<file path="config.mk">
export PLATFORM = sky130hd
export DESIGN_NAME = uart_rx_hold_buf
export DESIGN_NICKNAME = d
export VERILOG_FILES = /design/src/rtl/uart_rxbuf_pkg.sv /design/src/rtl/rxbuf_len_mask.sv /design/src/rtl/rxbuf_store.sv /design/src/rtl/rxbuf_ctrl.sv /design/src/rtl/rxbuf_overrun.sv /design/src/rtl/uart_rx_hold_buf.sv
export SDC_FILE = /design/constraint.sdc
export NUM_CORES = 1
export LEC_CHECK = 0
export BUFFER_PORTS_ARGS = -buffer_cell sky130_fd_sc_hd__buf_2
export CORE_UTILIZATION = 40
export CTS_CLUSTER_DIAMETER = 150
export CTS_CLUSTER_SIZE = 16
export DETAILED_ROUTE_END_ITERATION = 16
export PLACE_DENSITY_LB_ADDON = 0.25
export SYNTH_ARGS = -nofsm -noshare
export SYNTH_HDL_FRONTEND = slang
export SYNTH_SLANG_ARGS = --single-unit
export TNS_END_PERCENT = 100
</file>
<file path="constraint.sdc">
create_clock -name clk -period 6.5 [get_ports clk]
set_clock_uncertainty 0.05 [all_clocks]
set_input_delay 0.325 -clock clk [delete_from_list [all_inputs] [get_ports clk]]
set_output_delay 0.325 -clock clk [all_outputs]
set_load 0.02 [all_outputs]
</file>
<file path="src/rtl/uart_rxbuf_pkg.sv">
package uart_rxbuf_pkg;

   localparam int unsigned CHAR_W = 8;

   typedef struct packed {
      logic              brk;
      logic              ferr;
      logic              perr;
      logic [CHAR_W-1:0] data;
   } rx_entry_t;

   localparam int unsigned ENTRY_W = $bits(rx_entry_t);

endpackage

</file>
<file path="src/rtl/rxbuf_len_mask.sv">
module rxbuf_len_mask #(
   parameter int unsigned CHAR_W   = 8,
   parameter int unsigned LEN_W    = 2,
   parameter int unsigned MIN_BITS = 5
) (
   input  logic [CHAR_W-1:0] din,
   input  logic [LEN_W-1:0]  len_code,
   output logic [CHAR_W-1:0] dout
);

   if (MIN_BITS + (1 << LEN_W) - 1 != CHAR_W) begin : g_bad_len
      $error("rxbuf_len_mask: length code range does not reach CHAR_W");
   end

   for (genvar i = 0; i < CHAR_W; i++) begin : g_bit
      if (i < MIN_BITS) begin : g_always
         assign dout[i] = din[i];
      end else begin : g_gated
         // Bit i is valid when the word holds more than i bits. R2
         assign dout[i] = din[i] & (len_code >= LEN_W'(i - MIN_BITS + 1));
      end
   end

endmodule

</file>
<file path="src/rtl/rxbuf_store.sv">
module rxbuf_store #(
   parameter int unsigned DEPTH = 64,
   parameter int unsigned WIDTH = 11,
   localparam int unsigned AW   = $clog2(DEPTH)
) (
   input  logic             clk,
   input  logic             we,
   input  logic [AW-1:0]    waddr,
   input  logic [WIDTH-1:0] wdata,
   input  logic [AW-1:0]    raddr,
   output logic [WIDTH-1:0] rdata
);

   logic [WIDTH-1:0] mem [DEPTH];

   always_ff @(posedge clk) begin
      if (we) mem[waddr] <= wdata;
   end

   assign rdata = mem[raddr];

endmodule

</file>
<file path="src/rtl/rxbuf_ctrl.sv">
module rxbuf_ctrl #(
   parameter int unsigned DEPTH = 64,
   localparam int unsigned AW   = $clog2(DEPTH),
   localparam int unsigned CW   = $clog2(DEPTH + 1)
) (
   input  logic          clk,
   input  logic          rst_n,
   input  logic          fifo_en,
   input  logic          wr_valid,
   input  logic          rd_pop,
   output logic          mem_we,
   output logic [AW-1:0] mem_waddr,
   output logic [AW-1:0] mem_raddr,
   output logic [CW-1:0] count,
   output logic          lost
);

   logic          mode_q;
   logic          flush;
   logic [AW-1:0] wptr_q, rptr_q;
   logic [CW-1:0] cap;
   logic          empty, room, do_pop, do_wr, overwrite, drop;

   assign flush     = (fifo_en != mode_q);
   assign empty     = (count == '0);
   assign cap       = mode_q ? CW'(DEPTH) : CW'(1);
   assign do_pop    = rd_pop && !empty && !flush;
   assign room      = (count < cap) || do_pop;
   assign do_wr     = wr_valid && !flush && room;
   assign overwrite = wr_valid && !flush && !room && !mode_q;
   assign drop      = wr_valid && !flush && !room && mode_q;
   assign lost      = overwrite || drop;

   assign mem_we    = do_wr || overwrite;
   assign mem_waddr = mode_q ? wptr_q : '0;
   assign mem_raddr = mode_q ? rptr_q : '0;

   always_ff @(posedge clk or negedge rst_n) begin
      if (!rst_n) begin
         mode_q <= 1'b0;
         wptr_q <= '0;
         rptr_q <= '0;
         count  <= '0;
      end else begin
         mode_q <= fifo_en;
         if (flush) begin
            wptr_q <= '0;
            rptr_q <= '0;
            count  <= '0;
         end else begin
            if (mode_q && do_wr)  wptr_q <= wptr_q + AW'(1);
            if (mode_q && do_pop) rptr_q <= rptr_q + AW'(1);
            count <= count + CW'(do_wr) - CW'(do_pop);
         end
      end
   end

   AST_COUNT_BOUND: assert property (@(posedge clk) disable iff (!rst_n)
      count <= CW'(DEPTH));
   AST_SINGLE_SLOT: assert property (@(posedge clk) disable iff (!rst_n)
      !mode_q |-> count <= CW'(1));
   AST_FULL_HOLD: assert property (@(posedge clk) disable iff (!rst_n)
      (mode_q && fifo_en && count == CW'(DEPTH) && wr_valid && !rd_pop)
      |=> count == CW'(DEPTH));
   AST_FLUSH_EMPTY: assert property (@(posedge clk) disable iff (!rst_n)
      (fifo_en != mode_q) |=> count == '0);
   AST_EMPTY_POP: assert property (@(posedge clk) disable iff (!rst_n)
      (fifo_en == mode_q && count == '0 && rd_pop && !wr_valid)
      |=> count == '0);
   AST_POP_STEP: assert property (@(posedge clk) disable iff (!rst_n)
      (fifo_en == mode_q && count != '0 && rd_pop && !wr_valid)
      |=> count == $past(count) - CW'(1));

endmodule

</file>
<file path="src/rtl/rxbuf_overrun.sv">
module rxbuf_overrun (
   input  logic clk,
   input  logic rst_n,
   input  logic lost,
   input  logic lsr_rd,
   output logic ovr
);

   always_ff @(posedge clk or negedge rst_n) begin
      if (!rst_n)      ovr <= 1'b0;
      else if (lost)   ovr <= 1'b1;
      else if (lsr_rd) ovr <= 1'b0;
   end

   AST_OVR_SET: assert property (@(posedge clk) disable iff (!rst_n)
      lost |=> ovr);
   AST_OVR_CLEAR: assert property (@(posedge clk) disable iff (!rst_n)
      (lsr_rd && !lost) |=> !ovr);
   AST_OVR_HOLD: assert property (@(posedge clk) disable iff (!rst_n)
      (!lsr_rd && !lost) |=> $stable(ovr));

endmodule

</file>
<file path="src/rtl/uart_rx_hold_buf.sv">
module uart_rx_hold_buf
   import uart_rxbuf_pkg::*;
#(
   parameter int unsigned DEPTH    = 64,
   parameter int unsigned LEN_W    = 2,
   parameter int unsigned MIN_BITS = 5,
   localparam int unsigned AW      = $clog2(DEPTH),
   localparam int unsigned CW      = $clog2(DEPTH + 1)
) (
   input  logic              clk,
   input  logic              rst_n,
   input  logic              fifo_en,
   input  logic              wr_valid,
   input  logic [CHAR_W-1:0] wr_data,
   input  logic [LEN_W-1:0]  wr_len,
   input  logic              wr_perr,
   input  logic              wr_ferr,
   input  logic              wr_brk,
   input  logic              rd_pop,
   input  logic              lsr_rd,
   output logic [CHAR_W-1:0] head_data,
   output logic              head_perr,
   output logic              head_ferr,
   output logic              head_brk,
   output logic              data_ready,
   output logic [CW-1:0]     fill_count,
   output logic              overrun
);

   if (DEPTH < 2 || (DEPTH & (DEPTH - 1)) != 0) begin : g_bad_depth
      $error("uart_rx_hold_buf: DEPTH must be a power of two, at least 2");
   end

   logic [CHAR_W-1:0] masked;
   rx_entry_t         wr_entry, rd_entry;
   logic [ENTRY_W-1:0] rd_raw;
   logic              mem_we, lost;
   logic [AW-1:0]     mem_waddr, mem_raddr;

   rxbuf_len_mask #(.CHAR_W(CHAR_W), .LEN_W(LEN_W), .MIN_BITS(MIN_BITS)) u_mask (
      .din(wr_data), .len_code(wr_len), .dout(masked)
   );

   assign wr_entry = '{brk: wr_brk, ferr: wr_ferr, perr: wr_perr, data: masked};

   rxbuf_ctrl #(.DEPTH(DEPTH)) u_ctrl (
      .clk(clk), .rst_n(rst_n), .fifo_en(fifo_en), .wr_valid(wr_valid),
      .rd_pop(rd_pop), .mem_we(mem_we), .mem_waddr(mem_waddr),
      .mem_raddr(mem_raddr), .count(fill_count), .lost(lost)
   );

   rxbuf_store #(.DEPTH(DEPTH), .WIDTH(ENTRY_W)) u_store (
      .clk(clk), .we(mem_we), .waddr(mem_waddr), .wdata(wr_entry),
      .raddr(mem_raddr), .rdata(rd_raw)
   );

   rxbuf_overrun u_ovr (
      .clk(clk), .rst_n(rst_n), .lost(lost), .lsr_rd(lsr_rd), .ovr(overrun)
   );

   assign data_ready = (fill_count != '0);
   assign rd_entry   = data_ready ? rx_entry_t'(rd_raw) : '0;
   assign head_data  = rd_entry.data;
   assign head_perr  = rd_entry.perr;
   assign head_ferr  = rd_entry.ferr;
   assign head_brk   = rd_entry.brk;

   AST_READY_MATCH: assert property (@(posedge clk) disable iff (!rst_n)
      !data_ready |-> (head_data == '0 && !head_perr && !head_ferr && !head_brk));

endmodule

</file>
==> flow_summary.json <==
{
  "worst_ep_arrival_time_ns": 4.70,
  "rsz0062_at_grt": "false",
  "drt.antenna.violating_nets": 0,
  "total_length_of_routed_met2_wires_um": 37600,
  "status": "complete, but fails checks",
  "routedLengthMet1_um": 32800,
  "max_slew_margin": 0.205,
  "end_kind": "output pin",
  "final_cycle_share": 0.781,
  "asyncSetResetFlopFracSynth": 0.0290,
  "static-leakage-power_uw": 0.00979,
  "hold_slack_ns": 0.0355,
  "syn_to_final_growth_pct": 9.58,
  "fp.dieH_um": 273,
  "max-vdd-ir-drop_mv": 0.201,
  "htree_num_levels": 2,
  "final_count_of_pins_violating_max_slew": 0,
  "routed.top_layer": "met4",
  "power.density_mw_per_mm2": 295,
  "detailed_place.area_mm2": 0.0308,
  "floorplan.core_area_mm2": 0.0728,
  "cap_viol_max_count": 0,
  "cp_data_required_time_ns": 6.12,
  "finalNetCount": 1917,
  "synth-edff-count": 704,
  "fin_tns_setup_ns": 0,
  "final.min_clock_period_ns": 5.08,
  "tightestPinTransition_ns": 1.19,
  "antenna-diode-count": 0,
  "met3_length_um": 4320,
  "clk_pin_slew_worst_paths_ns": 0.08,
  "synth.yosys.seq_area_share": 0.737,
  "globalplace.congestion": 0.846,
  "yosys.area.top_type": "edfxtp_1",
  "final.fill_count": 6442,
  "drive_gt1_frac": 0.160,
  "clock_tree_from_tritoncts": "built",
  "global_route.usage.total": 0.205,
  "vias_in_the_first_global_route": 16300,
  "min-delay-path-class": "in -> reg",
  "hpwl_um": 45700,
  "post-route-worst-setup-slack_ns": 1.42,
  "antenna_found_initial": 0,
  "ys_types": 62,
  "mappedNetlistArea_mm2": 0.0294,
  "numPlacedInstances": 2785,
  "pin_count": 39,
  "average_footprint_of_a_synthesized_cell_um2": 15.9,
  "rows": 99,
  "totalWireLength_um": 77000,
  "grt_remaining_overflow": 0,
  "clk_latency_ns": 0.62,
  "synth_cells": 1854,
  "post_drt_wl_per_cell_um": 26.9,
  "finish.cell_count_without_fillers": 2861,
  "grt_max_degree": 70,
  "critical_path_peak_fanout": 69,
  "area_of_the_multi_input_gates_mm2": 0.00726,
  "firstDrtPassIters": 16,
  "floorplan.die.width_um": 273,
  "grt_pass1_wl_um": 112000,
  "dominantRegCellSynth": "edfxtp_1",
  "final-seq-area_mm2": 0.0217,
  "timing.final.hold_violations": 0,
  "post-route-cell-area_mm2": 0.0322,
  "post-place-ws_ns": 1.93,
  "synth_nets": 1889,
  "critical_path.startpoint_type": "flop",
  "clock-sinks": 725,
  "dominant_cells_by_area_after_synthesis": "edfxtp_1 72%, mux2_2 4.2%, mux2i_1 3.3%",
  "tritoncts_buffers": 51,
  "maxClockFrequency_mhz": 197,
  "clockRootBuffer": "clkbuf_16",
  "vias_post_dr": 16800,
  "ys_ff_latch": 725,
  "port-buffer-count": 38,
  "initial_utilization": 0.404,
  "ys.warnings.count": 0,
  "criticalPathCategory": "reg -> out",
  "viasPerCell": 5.86,
  "die_area_mm2": 0.0746,
  "failed_checks": "DRC",
  "yosysTopAreaCellShare": 0.719,
  "ys_top_cells_by_count": "704 x edfxtp_1, 145 x a21oi_1, 110 x mux2_2",
  "remaining_routing_drc_violations": 3,
  "yosysMostFrequentCell": "edfxtp_1",
  "initialDrtViolationCount": 1567,
  "setup_viol": 0,
  "clk_path_buf_depth": 3
}
## cells by family after synthesis
logic type	Yosys count	share of synthesized area
xor+xnor	12	0.00357
mux	228	0.0916
buf+inv	136	0.0186
simple gates	305	0.0491
fa+ha+maj	16	0.00706
flops	725	0.737
compound gates	432	0.0934
## repair_timing
action	CTS	global route
hold buffers	3	0
hold endpoints to repair	24	0
gates resized for setup	0	0
setup buffers	0	0
endpoints found under the setup margin	0	0
## state kept, by name, indices dropped and copies added, names as in the netlist
| signal | cells |
|---|---|
| u_ctrl.mode_q | 1 |
| u_ctrl.wptr_q | 6 |
| u_ctrl.rptr_q | 6 |
| u_store.mem | 704 |
| u_ctrl.count | 7 |
| u_ovr.ovr | 1 |
## through the flow
step                      total power, uW   util
after CTS                            9550  0.443
after global routing                 9800  0.443
final                                9500  0.443
after floorplan                      6170      -
after detailed placement             6610  0.423
after global placement               6600  0.423
## power by group
part,switching (uW),leakage [uW],internal (uW)
sequential,73.7,0.00657,5160
clock,1530,0.000680,1460
combinational,804,0.00253,467
## cell type report
type,count,area share
multi-input combinational,993,0.225
sequential,725,0.673
inverter,16,0.00186
tap,959,0.0372
clock buffer,70,0.0425
clock inverter,3,0.00128
timing repair buffer,95,0.0194
## worst max-delay path, stage by stage (launching register included)
cell,delay (ns)
dfrtp_4,1.02
nand2_1,0.76
buf_4,0.47
mux2_2,0.30
a222oi_1,0.56
nand3_1,0.17
a32oi_1,0.36
a21oi_1,0.15
buf_2,0.24
## layout by cell type, fill, tap and decap left out, types with 3 or more instances in the layout
cell type      synthesis  final
buf_4                  1     54
dfrtp_1               21     17
a21oi_1              145    145
nand3_1               34     34
o22ai_1               44     44
nand3b_1               3      3
mux4_2                22     22
a21o_1                 3      3
nor3_2                 0      9
nand2b_1              13     13
a222oi_1              10     10
mux2_2               110    110
o21ai_0               69     69
a22oi_1               12     12
a211oi_1              66     66
dlygate4sd3_1          0      3
nor3_1                29     20
a2111oi_0              3      3
o31ai_1               10     10
and3_1                 5      4
a32oi_1               10     10
xor2_1                 8      8
mux2i_1               96     96
nor4_1                11     11
o211ai_1              10     10
xnor2_1                4      4
clkbuf_16              0     52
nand4_1                6      6
nor2b_1               19     19
or3_1                  5      5
edfxtp_1             704    704
buf_2                 14     38
or2_2                  3      3
nor2_1                97     97
inv_1                 16     15
o31a_1                 9      9
ha_1                  15     15
clkbuf_1              79     18
o22a_1                21     21
nand2_1               67     67
## final timing paths
check | startpoint | endpoint | slack, ns | cells past startpoint
worst min register to register | u_ovr.ovr | u_ovr.ovr | 0.50 | 2
worst min-delay path | wr_valid | u_ovr.ovr | 0.04 | 3
worst max register to register | u_ctrl.mode_q | u_store.mem[44][2] | 1.95 | 8
min in group asynchronous | rst_n | u_ctrl.count[2] | 0.15 | 2
max in group asynchronous | rst_n | u_ctrl.rptr_q[0] | 5.86 | 2
worst max-delay path | u_ctrl.rptr_q[0] | head_data[4] | 1.42 | 8
## metal layers
metal  track usage  vias to the layer above
met1         0.282                     8620
met5             0                        -
met4        0.0690                        0
met2         0.337                      658
met3        0.0261                      139
li1              -                     7354
(Power assumes the default switching activity.)
